==> src/rtl/pm_csr_pkg.sv <==
package pm_csr_pkg;
  localparam int unsigned WORD_W   = 16;
  localparam int unsigned STS_BIT  = 15;
  localparam int unsigned EN_BIT   = 8;
  localparam int unsigned STATE_W  = 2;
  localparam logic [WORD_W-1:0] RSVD_MASK = 16'h7EFC;

  typedef enum logic [STATE_W-1:0] {
    PS_D0 = 2'b00,
    PS_D1 = 2'b01,
    PS_D2 = 2'b10,
    PS_D3 = 2'b11
  } pstate_e;
endpackage

==> src/rtl/pm_csr_decode.sv <==
module pm_csr_decode #(
  parameter int unsigned ADDR_W   = 8,
  parameter logic [ADDR_W-1:0] CSR_OFFS = 8'h48,
  parameter logic [ADDR_W-1:0] EXT_OFFS = 8'h4A
) (
  input  logic              cfg_wr,
  input  logic [ADDR_W-1:0] cfg_addr,
  input  logic [1:0]        cfg_be,
  output logic              wr_lo,
  output logic              wr_hi,
  output logic              sel_csr,
  output logic              sel_ext
);
  always_comb begin
    sel_csr = (cfg_addr == CSR_OFFS);
    sel_ext = (cfg_addr == EXT_OFFS);
    wr_lo   = cfg_wr && sel_csr && cfg_be[0];
    wr_hi   = cfg_wr && sel_csr && cfg_be[1];
  end
endmodule

==> src/rtl/pm_csr_regs.sv <==
module pm_csr_regs
  import pm_csr_pkg::*;
#(
  parameter bit D3COLD_WAKE = 1'b1
) (
  input  logic         clk,
  input  logic         grst_n,
  input  logic         frst_n,
  input  logic         wr_lo,
  input  logic         wr_hi,
  input  logic [STATE_W-1:0] wd_state,
  input  logic         wd_en,
  input  logic         wd_sts,
  input  logic         wake_req,
  output logic         en_rst_n,
  output logic         sts_q,
  output logic         en_q,
  output pstate_e      state_q,
  output logic         sts_d,
  output logic         en_d,
  output pstate_e      state_d
);
  logic sts_ce, en_ce, state_ce;

  // Reset domain of the enable bit is a build-time choice.
  generate
    if (D3COLD_WAKE) begin : g_en_sticky
      assign en_rst_n = grst_n;
    end else begin : g_en_func
      assign en_rst_n = grst_n & frst_n;
    end
  endgenerate

  // Next-state logic. A new wake event takes priority over a clear.
  always_comb begin
    sts_d = sts_q;
    if (wr_hi && wd_sts) sts_d = 1'b0;
    if (wake_req)        sts_d = 1'b1;
    en_d    = wr_hi ? wd_en : en_q;
    state_d = wr_lo ? pstate_e'(wd_state) : state_q;
    sts_ce   = wake_req | (wr_hi & wd_sts);
    en_ce    = wr_hi;
    state_ce = wr_lo;
  end

  always_ff @(posedge clk or negedge grst_n) begin
    if (!grst_n) begin
      sts_q   <= 1'b0;
      state_q <= PS_D0;
    end else begin
      if (sts_ce)   sts_q   <= sts_d;
      if (state_ce) state_q <= state_d;
    end
  end

  always_ff @(posedge clk or negedge en_rst_n) begin
    if (!en_rst_n) begin
      en_q <= 1'b0;
    end else if (en_ce) begin
      en_q <= en_d;
    end
  end
endmodule

==> src/rtl/pm_csr_wake.sv <==
module pm_csr_wake
  import pm_csr_pkg::*;
(
  input  logic    clk,
  input  logic    grst_n,
  input  logic    en_rst_n,
  input  logic    sts_d,
  input  logic    en_d,
  input  pstate_e state_q,
  input  pstate_e state_d,
  output logic    pme_q,
  output logic    pulse_q
);
  logic pme_nxt, pme_ce, pulse_nxt, pulse_ce;

  always_comb begin
    pme_nxt   = sts_d & en_d;
    pme_ce    = (pme_nxt != pme_q);
    pulse_nxt = (state_q == PS_D3) && (state_d == PS_D0);
    pulse_ce  = (pulse_nxt != pulse_q);
  end

  always_ff @(posedge clk or negedge en_rst_n) begin
    if (!en_rst_n) begin
      pme_q <= 1'b0;
    end else if (pme_ce) begin
      pme_q <= pme_nxt;
    end
  end

  always_ff @(posedge clk or negedge grst_n) begin
    if (!grst_n) begin
      pulse_q <= 1'b0;
    end else if (pulse_ce) begin
      pulse_q <= pulse_nxt;
    end
  end
endmodule

==> src/rtl/pm_csr_rdmux.sv <==
module pm_csr_rdmux
  import pm_csr_pkg::*;
(
  input  logic              sel_csr,
  input  logic              sel_ext,
  input  logic              sts_q,
  input  logic              en_q,
  input  pstate_e           state_q,
  output logic [WORD_W-1:0] rdata
);
  logic [WORD_W-1:0] csr_word;

  always_comb begin
    csr_word = '0;
    csr_word[STS_BIT] = sts_q;
    csr_word[EN_BIT]  = en_q;
    csr_word[STATE_W-1:0] = state_q;
    // The extension word is hard zero; any unknown address reads zero.
    if (sel_csr)      rdata = csr_word;
    else if (sel_ext) rdata = '0;
    else              rdata = '0;
  end
endmodule

==> src/rtl/pm_csr_top.sv <==
module pm_csr_top
  import pm_csr_pkg::*;
#(
  parameter int unsigned ADDR_W = 8,
  parameter logic [ADDR_W-1:0] CSR_OFFS = 8'h48,
  parameter logic [ADDR_W-1:0] EXT_OFFS = 8'h4A,
  parameter bit D3COLD_WAKE = 1'b1
) (
  input  logic              clk,
  input  logic              grst_n,
  input  logic              frst_n,
  input  logic              cfg_wr,
  input  logic [ADDR_W-1:0] cfg_addr,
  input  logic [1:0]        cfg_be,
  input  logic [15:0]       cfg_wdata,
  output logic [15:0]       cfg_rdata,
  input  logic              wake_req,
  output logic [1:0]        pwr_state,
  output logic              pme_out,
  output logic              d3_exit_pulse
);
  logic    csr_wr_lo, csr_wr_hi, sel_csr, sel_ext;
  logic    en_rst_n;
  logic    csr_sts, csr_en, sts_d, en_d;
  pstate_e csr_state, state_d;

  pm_csr_decode #(
    .ADDR_W(ADDR_W), .CSR_OFFS(CSR_OFFS), .EXT_OFFS(EXT_OFFS)
  ) u_decode (
    .cfg_wr  (cfg_wr),
    .cfg_addr(cfg_addr),
    .cfg_be  (cfg_be),
    .wr_lo   (csr_wr_lo),
    .wr_hi   (csr_wr_hi),
    .sel_csr (sel_csr),
    .sel_ext (sel_ext)
  );

  pm_csr_regs #(.D3COLD_WAKE(D3COLD_WAKE)) u_regs (
    .clk     (clk),
    .grst_n  (grst_n),
    .frst_n  (frst_n),
    .wr_lo   (csr_wr_lo),
    .wr_hi   (csr_wr_hi),
    .wd_state(cfg_wdata[STATE_W-1:0]),
    .wd_en   (cfg_wdata[EN_BIT]),
    .wd_sts  (cfg_wdata[STS_BIT]),
    .wake_req(wake_req),
    .en_rst_n(en_rst_n),
    .sts_q   (csr_sts),
    .en_q    (csr_en),
    .state_q (csr_state),
    .sts_d   (sts_d),
    .en_d    (en_d),
    .state_d (state_d)
  );

  pm_csr_wake u_wake (
    .clk     (clk),
    .grst_n  (grst_n),
    .en_rst_n(en_rst_n),
    .sts_d   (sts_d),
    .en_d    (en_d),
    .state_q (csr_state),
    .state_d (state_d),
    .pme_q   (pme_out),
    .pulse_q (d3_exit_pulse)
  );

  pm_csr_rdmux u_rdmux (
    .sel_csr(sel_csr),
    .sel_ext(sel_ext),
    .sts_q  (csr_sts),
    .en_q   (csr_en),
    .state_q(csr_state),
    .rdata  (cfg_rdata)
  );

  assign pwr_state = csr_state;
endmodule

==> config.mk <==
export PLATFORM = sky130hd
export DESIGN_NAME = pm_csr_top
export DESIGN_NICKNAME = d
export VERILOG_FILES = /design/src/rtl/pm_csr_pkg.sv /design/src/rtl/pm_csr_decode.sv /design/src/rtl/pm_csr_regs.sv /design/src/rtl/pm_csr_wake.sv /design/src/rtl/pm_csr_rdmux.sv /design/src/rtl/pm_csr_top.sv
export SDC_FILE = /design/constraint.sdc
export NUM_CORES = 1
export LEC_CHECK = 0
export BUFFER_PORTS_ARGS = -buffer_cell sky130_fd_sc_hd__buf_2
export CAP_MARGIN = 40
export CORE_AREA = 2 2 42 44
export DETAILED_ROUTE_END_ITERATION = 8
export DIE_AREA = 0 0 44 46
export HOLD_SLACK_MARGIN = 0.05
export PLACE_DENSITY = 0.7
export SETUP_SLACK_MARGIN = 0.1
export SLEW_MARGIN = 15
export SYNTH_ARGS = -nofsm -noshare
export SYNTH_HDL_FRONTEND = slang
export SYNTH_SLANG_ARGS = --single-unit
==> constraint.sdc <==
create_clock -name clk -period 1 [get_ports clk]
set_input_delay 0.15 -clock clk [delete_from_list [all_inputs] [get_ports clk]]
set_output_delay 0.15 -clock clk [all_outputs]
set_load 0.01 [all_outputs]
==> results.md, run 1 <==
Global route:
- The via count of the first global-routing pass was 422.
- Entering global routing, the biggest net connects 7 pins.
- The initial antenna violation count came to 0.
- For this run the aggregate overflow at the end of global routing stands at 0.
- The wire length of the first global-routing pass is 1.79 mm.
- In the global route stage, overall resource usage came out at 0.130.

Synthesis:
- The synthesized area is 413 um^2.
- The synthesis-stage register bit count is 6.
- The proportion of synthesized chip area in sequential cells is 0.364.
- The distinct cell type count of the synthesized netlist is 17.
- During synthesis, Yosys emitted a total of 0 warnings.
- The synthesized area per cell is 9.83 um^2.
- Synthesis produced 42 cells.

Routing:
- Routed signal wires occupy layers up through met4.
- The routed layout has 449 vias.
- The via count normalized by instance count is about 4.4.
- The count of nets left with antenna violations after detail routing is 0.
- Dividing the detail-routed wire length by the instance count gives 11.4 um.
- The post-route DRC violation count is 0.
- Detailed routing placed a total of ~650 um of wire on met2.
- Wires add up to approximately 1.2 mm.
- After detailed routing, the wire length on met1 is 370 um.
- In the detailed route, the total length drawn on met3 is 117 um.
- The pre-antenna-repair detailed-routing pass consisted of 2 iterations.
- The number of design-rule violations left by the first detailed-router iteration is 1.

Min path:
- The worst min-delay path endpoint is u_wake.pulse_q.
- The startpoint of the lowest-slack hold path is cfg_wdata[1].
- The path class of the tightest hold or removal check is primary input to flip-flop.
- Along the worst hold path, the cell count comes to 2.

Worst setup path:
- The worst flop-to-flop path startpoint is u_regs.state_q[0].
- The startpoint type of the worst setup path is a primary input.
- The setup slack on the worst flop-to-flop path is 0.11 ns.
- The worst flop-to-flop path endpoint is u_regs.state_q[0].
- The required time of the worst setup path is 1.16 ns.
- The setup path with the least slack is of type primary input to flip-flop.
- The data arrival time at the worst-slack endpoint is about 1.5 ns.
- The capturing element type of the critical path is a flip-flop.
- The top fanout value on the critical path is 2.
- Measured in cells, the most critical reg-to-reg path has a length of 2.

Place:
- The count of buffers added on input and output ports is 25.
- Routability-driven placement finished with a final weighted congestion of approximately 0.71.
- The cell count after placement is 94.
- Detailed placement finished with a half-perimeter wire length of 869 um.

Finish:
- The library cell used most frequently in the layout, excluding fill and tap cells, is buf_2.
- The finished layout holds 102 standard cells, fillers aside.
- In the final layout, the share of cells above drive strength 1 is 0.671.
- From synthesis to final layout, the design area changed by 97.0%.
- The count of nets after finishing is 118.
- The final core utilization is 0.504.
- The number of filler cells placed in the layout is 152.
- In the layout the commonest cells are buf_2 (16), buf_6 (13), conb_1 (12), buf_4 (11), dfrtp_1 (6).
- The number of diodes added for antenna fixing is 0.

Floorplan:
- The initial standard-cell utilization of the core is 0.256.
- The floorplan step defined a die boundary enclosing 2020 um^2.
- The die is 46 um tall.
- The floorplan step set the die width to 44 um.
- During I/O placement, the number of pins put on the boundary was 51.
- The row count is 15.
- The floorplan step defined a core boundary enclosing 1610 um^2.

Power and ir drop:
- The leakage component of the power is 0.428 nW.
- The total power density per cell area is 774 nW/um^2.
- IR analysis of the VDD net gives a maximum drop of just over 0.0006 V.

Outcome:
- The run finished, with violations left.
- The final reports fail on negative setup slack.

STA:
- The max-slew violation count is 0.
- Subtracting the final worst setup slack from the clock period gives 1.30 ns.
- Based on the critical path, the design can be clocked at up to 0.771 GHz.
- The number of setup violations in the final report is 10.
- The final cycle utilization of the critical path is 1.30.
- Setup repair after global routing could not meet its margin everywhere.
- The worst setup margin is -0.298 ns.
- Across the routed clock network, the largest skew measured is 0.0000968 ns.
- The hold violation count in the final report is 0.

Clock tree:
- The total number of clock tree sinks is 6.
- TritonCTS built the clock tree.
- The number of clock buffers inserted by TritonCTS is 3.
- Clock latency on the worst-skew pair, taken at its later pin, is 0.24 ns.
- Clock-pin slew was measured on the worst setup and hold paths at ~0.04 ns.
- CTS built an H-tree with a depth of 1.
- The clock root buffer is clkbuf_4.
- The clock passes through at most 2 buffers.

Flow run:
- The count of max-cap constraint violations is 0.
[cell type report]
class / count / area [um^2] / share of cell area
Tap cell: 17 / 21.3 / 0.0262
Sequential cell: 6 / 150 / 0.185
Clock buffer: 3 / 22.5 / 0.0277
Inverter: 2 / 7.51 / 0.00923
Multi-Input combinational cell: 33 / 293 / 0.360
Timing Repair Buffer: 41 / 319 / 0.392
[synthesized netlist by cell type]
cell | instances | area [um^2]
nand4_1 | 1 | 6.26
o31ai_1 | 2 | 15.0
nand3_1 | 1 | 5.00
or4b_4 | 1 | 13.8
buf_4 | 12 | 90.1
or4b_1 | 1 | 10.0
conb_1 | 1 | 3.75
nor4b_1 | 2 | 17.5
nor3b_1 | 1 | 7.51
mux2_1 | 2 | 22.5
a22oi_1 | 1 | 7.51
inv_1 | 2 | 7.51
or4_4 | 1 | 11.3
nand2_1 | 3 | 11.3
dfrtp_1 | 6 | 150
nand4b_1 | 1 | 8.76
and3_1 | 4 | 25.0
[worst max-delay path by stage]
stage           startpoint            to  cells past startpoint
2_1_floorplan  cfg_addr[1]  u_wake.pme_q                      3
3_3_place_gp   cfg_addr[1]  u_wake.pme_q                      4
3_5_place_dp   cfg_addr[1]  u_wake.pme_q                      4
4_1_cts        cfg_addr[5]  u_wake.pme_q                      4
5_1_grt        cfg_addr[5]  u_wake.pme_q                      4
6_report       cfg_addr[5]  u_wake.pme_q                      4
[worst max-delay path, cell delays in order]
cell	delay, ns
buf_6	0.09
or4b_4	0.52
or4_4	0.54
a22oi_2	0.16
[where the power goes]
part / switching [mW] / total (mW) / internal (mW)
Combinational: 0.0733 / 0.164 / 0.0904
Sequential: 0.00267 / 0.251 / 0.248
Clock: 0.0798 / 0.215 / 0.135
[state kept, by name, indices dropped and copies added (netlist names)]
register and cells:
u_wake.pme_q 1, u_regs.sts_q 1, u_regs.state_q 2, u_regs.en_q 1
u_wake.pulse_q 1
[metal layers]
metal,vias to the layer above,global-route usage
met2,28,0.235
met4,0,0.0545
met5,-,0
met3,2,0.0595
li1,215,-
met1,204,0.127
[per-stage QoR]
| step | area [um^2] | setup slack [ns] | TNS [ns] | power (mW) | hold slack (ns) |
|---|---|---|---|---|---|
| 6_report | 813 | -0.298 | -1.91 | 0.629 | 0.0910 |
| 3_3_place_gp | 633 | -0.573 | -3.38 | 0.379 | -0.0268 |
| 5_1_grt | 813 | -0.310 | -2.39 | 0.675 | 0.0847 |
| 3_5_place_dp | 633 | -0.616 | -3.64 | 0.382 | -0.0261 |
| 2_1_floorplan | 494 | -0.441 | -1.08 | 0.331 | -0.146 |
| 4_1_cts | 771 | -0.302 | -1.98 | 0.624 | 0.0819 |
[what timing repair did]
action / CTS / global route
resized for setup: 14 / 8
hold buffers: 1 / 0
setup buffers: 4 / 0
pin swaps: 6 / 5
endpoints found under the hold margin: 6 / 0
setup endpoints to repair: 12 / 14
[cells by family (layout without fill, tap and decap cells)]
group                  Yosys count  count (layout)  synth area share
buffers and inverters           14              46             0.236
other                            1              12           0.00908
flip-flops                       6               6             0.364
AO/OA/AOI/OAI                    3               3            0.0545
AND/OR/NAND/NOR                 16              16             0.282
multiplexers                     2               2            0.0545
Note: power is estimated with default switching activity, not from simulation.
==> inputs of run 2 (changes only) <==
--- a/config.mk
+++ b/config.mk
@@ -5,11 +5,12 @@
 export SDC_FILE = /design/constraint.sdc
 export NUM_CORES = 1
 export LEC_CHECK = 0
+export ABC_AREA = 1
 export BUFFER_PORTS_ARGS = -buffer_cell sky130_fd_sc_hd__buf_2
 export CAP_MARGIN = 40
-export CORE_AREA = 2 2 42 44
+export CORE_AREA = 2 2 44 46
 export DETAILED_ROUTE_END_ITERATION = 8
-export DIE_AREA = 0 0 44 46
+export DIE_AREA = 0 0 46 48
 export HOLD_SLACK_MARGIN = 0.05
 export PLACE_DENSITY = 0.7
 export SETUP_SLACK_MARGIN = 0.1
==> results.md, run 2 <==
Outcome:
- The run finished, with violations left.
- The final reports fail on negative setup slack.

Finish:
- The register with the highest flop count is u_regs.state_q.
- The register with the most flip-flops in the layout has 2 of them.
- For this run, the number of standard cells in the final layout without fillers is 123.
- The most common cell after layout, fill and taps aside is buf_2.
- Compared with the post-synthesis result, the final layout area differs by 45.8%.
- 0 antenna diodes ended up in the layout.
- Of the cells placed in the final design, the portion with a size suffix greater than 1 is 0.462.
- The top cell types in the final layout, fill and taps aside, are buf_2 (21), conb_1 (12), inv_1 (11), nor2_1 (10), nand2_1 (8).
- The count of nets after finishing is 139.

Routing:
- The first TritonRoute pass finished after 2 iterations.
- The post-route DRC violation count is 0.
- After detailed routing, the number of vias per cell comes to 3.81.
- The first routing iteration left 2 violations.
- The detail route stage leaves a number of antenna-violating nets equal to 0.
- The total number of vias is ~470.
- The total detailed-routing wirelength is ~1 mm.
- In the final routed layout, each cell accounts on average for 8.37 um.

STA:
- Based on the critical path, the design can be clocked at up to 0.974 GHz.
- In the post-route analysis, the smallest setup slack over all paths is -0.0263 ns.
- Setup repair after global routing could not meet its margin everywhere.
- Summed over all failing endpoints, the final setup total negative slack is -0.0380 ns.
- Dividing the final minimum period by the clock period gives 1.03.
- The max-slew violation count is 0.
- The worst setup skew after layout is between 0.0001 and 0.00015 ns.
- Across all hold checks on the routed design, the worst slack comes to 0.0864 ns.
- Setup violations remaining at the end of the flow were counted as 2.
- The routed design could run at a clock period as short as 1.03 ns.
- The hold violation count in the final report was 0.

Floorplan:
- The full die area is 2210 um^2.
- The initial standard-cell utilization of the core is 0.288.
- Pin placement for this block handled 51 I/O pins.
- The die extent in y is 48 um.
- Measured along the x axis, the die boundary spans 46 um.
- The core region is 1690 um^2.
- The row count is 15.

Place:
- Port buffering added 25 buffers.
- At the end of routability-driven placement, the weighted congestion stood at 0.729.
- The wire-length estimate of the detail-placed layout is 851 um.
- Prior to clock tree synthesis, the placed netlist has a worst setup slack of -0.0459 ns.
- The cell count after placement is 117.

Clock tree:
- Clock-pin slew was measured on the worst setup and hold paths at 0.04 ns.
- In this run the number of H-tree levels came out at 1.
- The later pin in the worst-skew pair is clocked with a latency of 0.24 ns.
- The clock root buffer is clkbuf_4.
- Counting the buffers created by CTS gives 3.
- The clock tree from TritonCTS is yes.
- The number of buffers between clock root and the deepest sink is 2.
- The tree built by TritonCTS fans out to 6 sinks.

Worst setup path:
- The path type of the worst setup path is flip-flop to primary output.
- The required time of the worst setup path is around 0.85 ns.
- The worst-case reg-to-reg path depth is 3.
- The top fanout value on the critical path is 3.
- STA classifies the critical path startpoint as a flip-flop.
- The data arrival time at the worst-slack endpoint is 0.88 ns.
- STA classifies the critical path endpoint as a primary output.

Synthesis:
- In the synthesized netlist the dominant register cell turns out to be dfrtp_1.
- The distinct cell type count of the synthesized netlist is 16.
- The synthesized area per cell is 6.86 um^2.
- The synthesized netlist cell count is approximately 70.
- Counting flops with a built-in enable in the synthesized netlist gives 0.
- The count of synthesis-stage warnings from yosys is 0.
- In the synthesized netlist the async set-or-reset flop fraction comes to 1.00.
- The proportion of synthesized chip area in sequential cells is 0.308.
- The most common cell in the synthesized netlist is inv_1.
- Summing every instance area after synthesis gives 487 um^2.
- By area the synthesized netlist is led by dfrtp_1 (31%), buf_4 (19%), inv_1 (11%).
- The share of the synthesized area in the top cell type is 0.308.
- Ranked by instance count, the synthesized netlist is headed by inv_1 (14), nor2_1 (13), buf_4 (12).
- The synthesized design contains 6 register bits.
- dfrtp_1 takes more of the synthesized area than any other cell.

Global route:
- The wire length of the first global-routing pass is 1.41 mm.
- The initial antenna violation count came to 0.
- Across every metal layer, demand over resource in global routing totals 0.0915.
- After global routing the overflow that remains totals 0.
- The via count of the first global-routing pass is between 400 and 500.
- Entering global routing, the biggest net connects 7 pins.

Power and ir drop:
- In this run the power density over the cells is 859 nW/um^2.
- The maximum vdd ir drop is 0.000427 V.
- Overall power consumption after layout is estimated at 0.609 mW.
- Summed over all cells, the static leakage comes to approximately 0.4 nW.

Min path:
- The classification of the worst-slack hold path is primary input to flip-flop.
- The worst hold path cell count is 2.

Flow run:
- The count of max-cap constraint violations is 0.
-- run 2: cell count changes in the layout (fill, tap and decap cells not counted), sizes merged, moves of 3 or more --
cell,change
and3,-4
buf,-8
inv,+14
nand2,+7
nand3,+3
nor2,+15
-- run 2: layer usage --
layer | routed length [um] | global-route usage | up-vias
met3 | 67 | 0.0264 | 0
met5 | 0 | 0 | -
met1 | 429 | 0.0934 | 194
met2 | 532 | 0.167 | 18
li1 | - | - | 257
met4 | 0 | 0.0514 | 0
-- run 2: critical path, stage by stage, from the launching register on --
cell and delay [ns]:
dfrtp_1 0.37, inv_2 0.05, nor2_1 0.09, buf_2 0.13
-- run 2: final timing paths --
path / startpoint / endpoint / slack (ns)
setup reg to reg: u_regs.sts_q / u_wake.pme_q / 0.23
hold / removal: cfg_wdata[0] / u_wake.pulse_q / 0.09
setup / recovery: u_regs.state_q[0] / cfg_rdata[0] / -0.03
hold reg to reg: u_regs.state_q[1] / u_regs.state_q[1] / 0.55
min in group asynchronous: grst_n / u_regs.state_q[0] / 0.26
max in group asynchronous: grst_n / u_regs.en_q / 0.60
-- run 2: layout make-up --
type	count	area, um^2
Fill cell	184	980
Multi-Input combinational cell	48	243
Timing Repair Buffer	33	213
Sequential cell	6	150
Inverter	16	60.1
Clock buffer	3	22.5
Tap cell	17	21.3
-- run 2: stage by stage --
stage	area, um^2	util
2_1_floorplan	528	-
3_3_place_gp	622	0.368
3_5_place_dp	622	0.368
4_1_cts	662	0.392
5_1_grt	709	0.420
6_report	709	0.420
-- run 2: timing repair --
item | CTS | global route
hold endpoints to repair | 6 | 0
buffers inserted | 1 | 1
resized for setup | 0 | 12
setup endpoints to repair | 6 | 11
pin swaps | 3 | 8
hold buffers | 1 | 0
-- run 2: cells by family after synthesis --
| group | Yosys count | synth area share |
|---|---|---|
| flops | 6 | 0.308 |
| other cells | 1 | 0.00770 |
| compound gates | 3 | 0.0308 |
| simple gates | 33 | 0.344 |
| buf+inv | 28 | 0.308 |
-- run 2: power by group --
group	internal [mW]	switching [mW]
Clock	0.135	0.0805
Combinational	0.0655	0.0774
Sequential	0.248	0.00255
==> inputs of run 3 (changes only) <==
--- a/config.mk
+++ b/config.mk
@@ -8,9 +8,9 @@
 export ABC_AREA = 1
 export BUFFER_PORTS_ARGS = -buffer_cell sky130_fd_sc_hd__buf_2
 export CAP_MARGIN = 40
-export CORE_AREA = 2 2 44 46
+export CORE_AREA = 2 2 46 44
 export DETAILED_ROUTE_END_ITERATION = 8
-export DIE_AREA = 0 0 46 48
+export DIE_AREA = 0 0 48 46
 export HOLD_SLACK_MARGIN = 0.05
 export PLACE_DENSITY = 0.7
 export SETUP_SLACK_MARGIN = 0.1
==> results.md, run 3 (synthesis gave the netlist of run 2 again) <==
Outcome:
- The flow ran to the end, but the final reports show violations.
- The checks that failed: negative setup slack.

Finish:
- The top cell types in the final layout, fill and taps aside, are buf_2 (22), inv_1 (12), conb_1 (12), nor2_1 (11), buf_4 (9).
- The most common cell after layout, fill and taps aside is buf_2.
- The flip-flop count of the largest register, all copies and words added is 2.
- 0 antenna diodes ended up in the layout.
- The count of nets after finishing is roughly 140.
- The fraction of layout cells with a size suffix above 1 is 0.454.
- After filler insertion, the fill cell instance count of the layout stands at 202.
- The post-synthesis to final-layout area growth is 48.1%.
- The final design instance area without fill is 721 um^2.
- The register with the highest flop count is u_regs.state_q.

Routing:
- The number of search-and-repair iterations in the first detailed-routing pass is 4.
- The total detailed-routing wirelength is 1.11 mm.
- Detailed routing inserted a total of 524 vias.
- The via count normalized by instance count is 3.94.
- After detailed routing, the average wire length per cell comes to around 8.3 um.
- The number of design-rule violations left by the first detailed-router iteration is 3.
- Once detail routing completed, the nets flagged for antenna violations numbered 0.
- In the routed design, unresolved DRC markers number 0.

Global route:
- Across every metal layer, demand over resource in global routing totals 0.121.
- Entering global routing, the biggest net connects 7 pins.
- The initial antenna violation count is 0.
- The total overflow left after global routing is 0.
- The via count of the first global-routing pass is 485.
- The wire length of the first global-routing pass is 1.79 mm.

Clock tree:
- The tree built by TritonCTS fans out to 6 sinks.
- The clock-pin slew reported for the worst setup and hold paths after clock tree synthesis is 0.04 ns.
- The number of levels in the clock H-tree is 1.
- For the worst-skew pair, the clock arrives at the later sink with an insertion delay of 0.24 ns.
- The clock root buffer is clkbuf_4.
- TritonCTS built the clock tree.
- In this run, CTS created clock tree buffers numbering 3.
- The number of buffers between clock root and the deepest sink is 2.

Place:
- The count of buffers inserted at the top-level ports is 25.
- Prior to clock tree synthesis, the placed netlist has a worst setup slack of -0.0858 ns.
- At the end of routability-driven placement, the weighted congestion stood at ~0.77.
- The cell area after placement is 632 um^2.
- The HPWL after detailed placement is 919 um.

Floorplan:
- The die extent in y is 46 um.
- The number of ports placed on the die boundary is 51.
- In this run the standard cell core region covers 1780 um^2.
- Measured along the x axis, the die boundary spans 48 um.
- The row count is 15.
- The die covers 2210 um^2.
- The initial utilization of the core area, before any placement, comes to 0.273.

Worst setup path:
- The critical path is of the flip-flop to primary output type.
- The worst setup path is captured at a primary output.
- The slowest stage of the critical path belongs to the cell dfrtp_1.
- The startpoint type of the worst setup path is a flip-flop.
- Walking the worst path, the cells encountered are inv_1, nor2_1, buf_2.
- Along the worst path, the maximum fanout reaches 3.
- Among cell families on the critical path, the largest total delay comes from flip-flops.
- STA puts the critical path data required time at approximately 0.85 ns.
- The data arrival time at the worst-slack endpoint is just under 0.9 ns.
- The count of buffering cells on the critical path with inverters included is 2.
- The stage delay of the slowest cell on the critical path is 0.35 ns.

STA:
- The hold violation count in the final report is 0.
- The clock period minus worst slack is 1.02 ns.
- The worst setup margin is -0.0191 ns.
- Setup violations remaining at the end of the flow were counted as 2.
- The max-slew violation count is 0.
- On the final layout, the worst clock skew is 0.0000829 ns.
- Setup repair after global routing could not meet its margin everywhere.
- Derived from the worst setup path, the maximum achievable clock frequency is slightly below 1 GHz.
- In the finished design, the share of the clock period the worst path needs comes to 1.02.

Flow run:
- The count of max-cap constraint violations is 0.

Power and ir drop:
- The maximum vdd ir drop is 0.000487 V.
- In this run the static leakage power is 0.413 nW.
- For this design the ratio of total power to cell area is 846 nW/um^2.

Min path:
- The classification of the worst-slack hold path is primary input to flip-flop.
[run 3: changes by cell type in the layout (fill, tap and decap cells not counted), sizes merged]
cell,before,now
buf,32,34
[run 3: stage by stage]
step / setup TNS, ns / hold WS, ns / cells / utilization / power (mW)
after floorplan: 0 / -0.146 / 82 / - / 0.339
after global placement: -0.267 / -0.0243 / 125 / 0.354 / 0.373
after detailed placement: -0.406 / -0.0172 / 125 / 0.354 / 0.376
after CTS: -0.0845 / 0.0643 / 132 / 0.397 / 0.621
after global routing: -0.287 / 0.0651 / 133 / 0.404 / 0.654
final: -0.0375 / 0.0733 / 133 / 0.404 / 0.610
[run 3: power by group]
| part | internal, mW | total (mW) | switching (mW) |
|---|---|---|---|
| Sequential | 0.248 | 0.250 | 0.00229 |
| Clock | 0.136 | 0.219 | 0.0838 |
| Combinational | 0.0640 | 0.140 | 0.0759 |
| Total | 0.448 | 0.610 | 0.162 |
[run 3: path summary, 6_finish.rpt]
path | from | to | slack [ns] | depth (start not counted)
worst max-delay path | u_regs.state_q[1] | cfg_rdata[1] | -0.02 | 3
max in group asynchronous | grst_n | u_regs.en_q | 0.59 | 2
worst min register to register | u_regs.en_q | u_regs.en_q | 0.57 | 4
worst max register to register | u_regs.state_q[1] | u_wake.pulse_q | 0.23 | 3
min in group asynchronous | grst_n | u_wake.pulse_q | 0.26 | 2
worst min-delay path | cfg_wdata[0] | u_wake.pulse_q | 0.07 | 2
[run 3: repair_timing]
action	CTS	global route
gates cloned	0	0
hold endpoints to repair	6	0
setup endpoints to repair	6	8
pin swaps	6	1
resized for setup	6	2
hold buffers	1	0
setup buffers	3	1
[run 3: final cells by class]
| cell class | instances | area, um^2 | share of cell area |
|---|---|---|---|
| inverters | 16 | 60.1 | 0.0833 |
| clock buffers | 3 | 22.5 | 0.0313 |
| flip-flops and latches | 6 | 150 | 0.208 |
| well taps | 25 | 31.3 | 0.0434 |
| repair buffers | 35 | 221 | 0.307 |
| multi-input cells | 48 | 235 | 0.326 |
[run 3: metal layers]
layer,track usage,vias up,part of all wire
li1,-,262,-
met1,0.0952,240,0.34
met2,0.237,22,0.58
met3,0.0714,0,0.079
met4,0.0324,0,0
met5,0,-,0
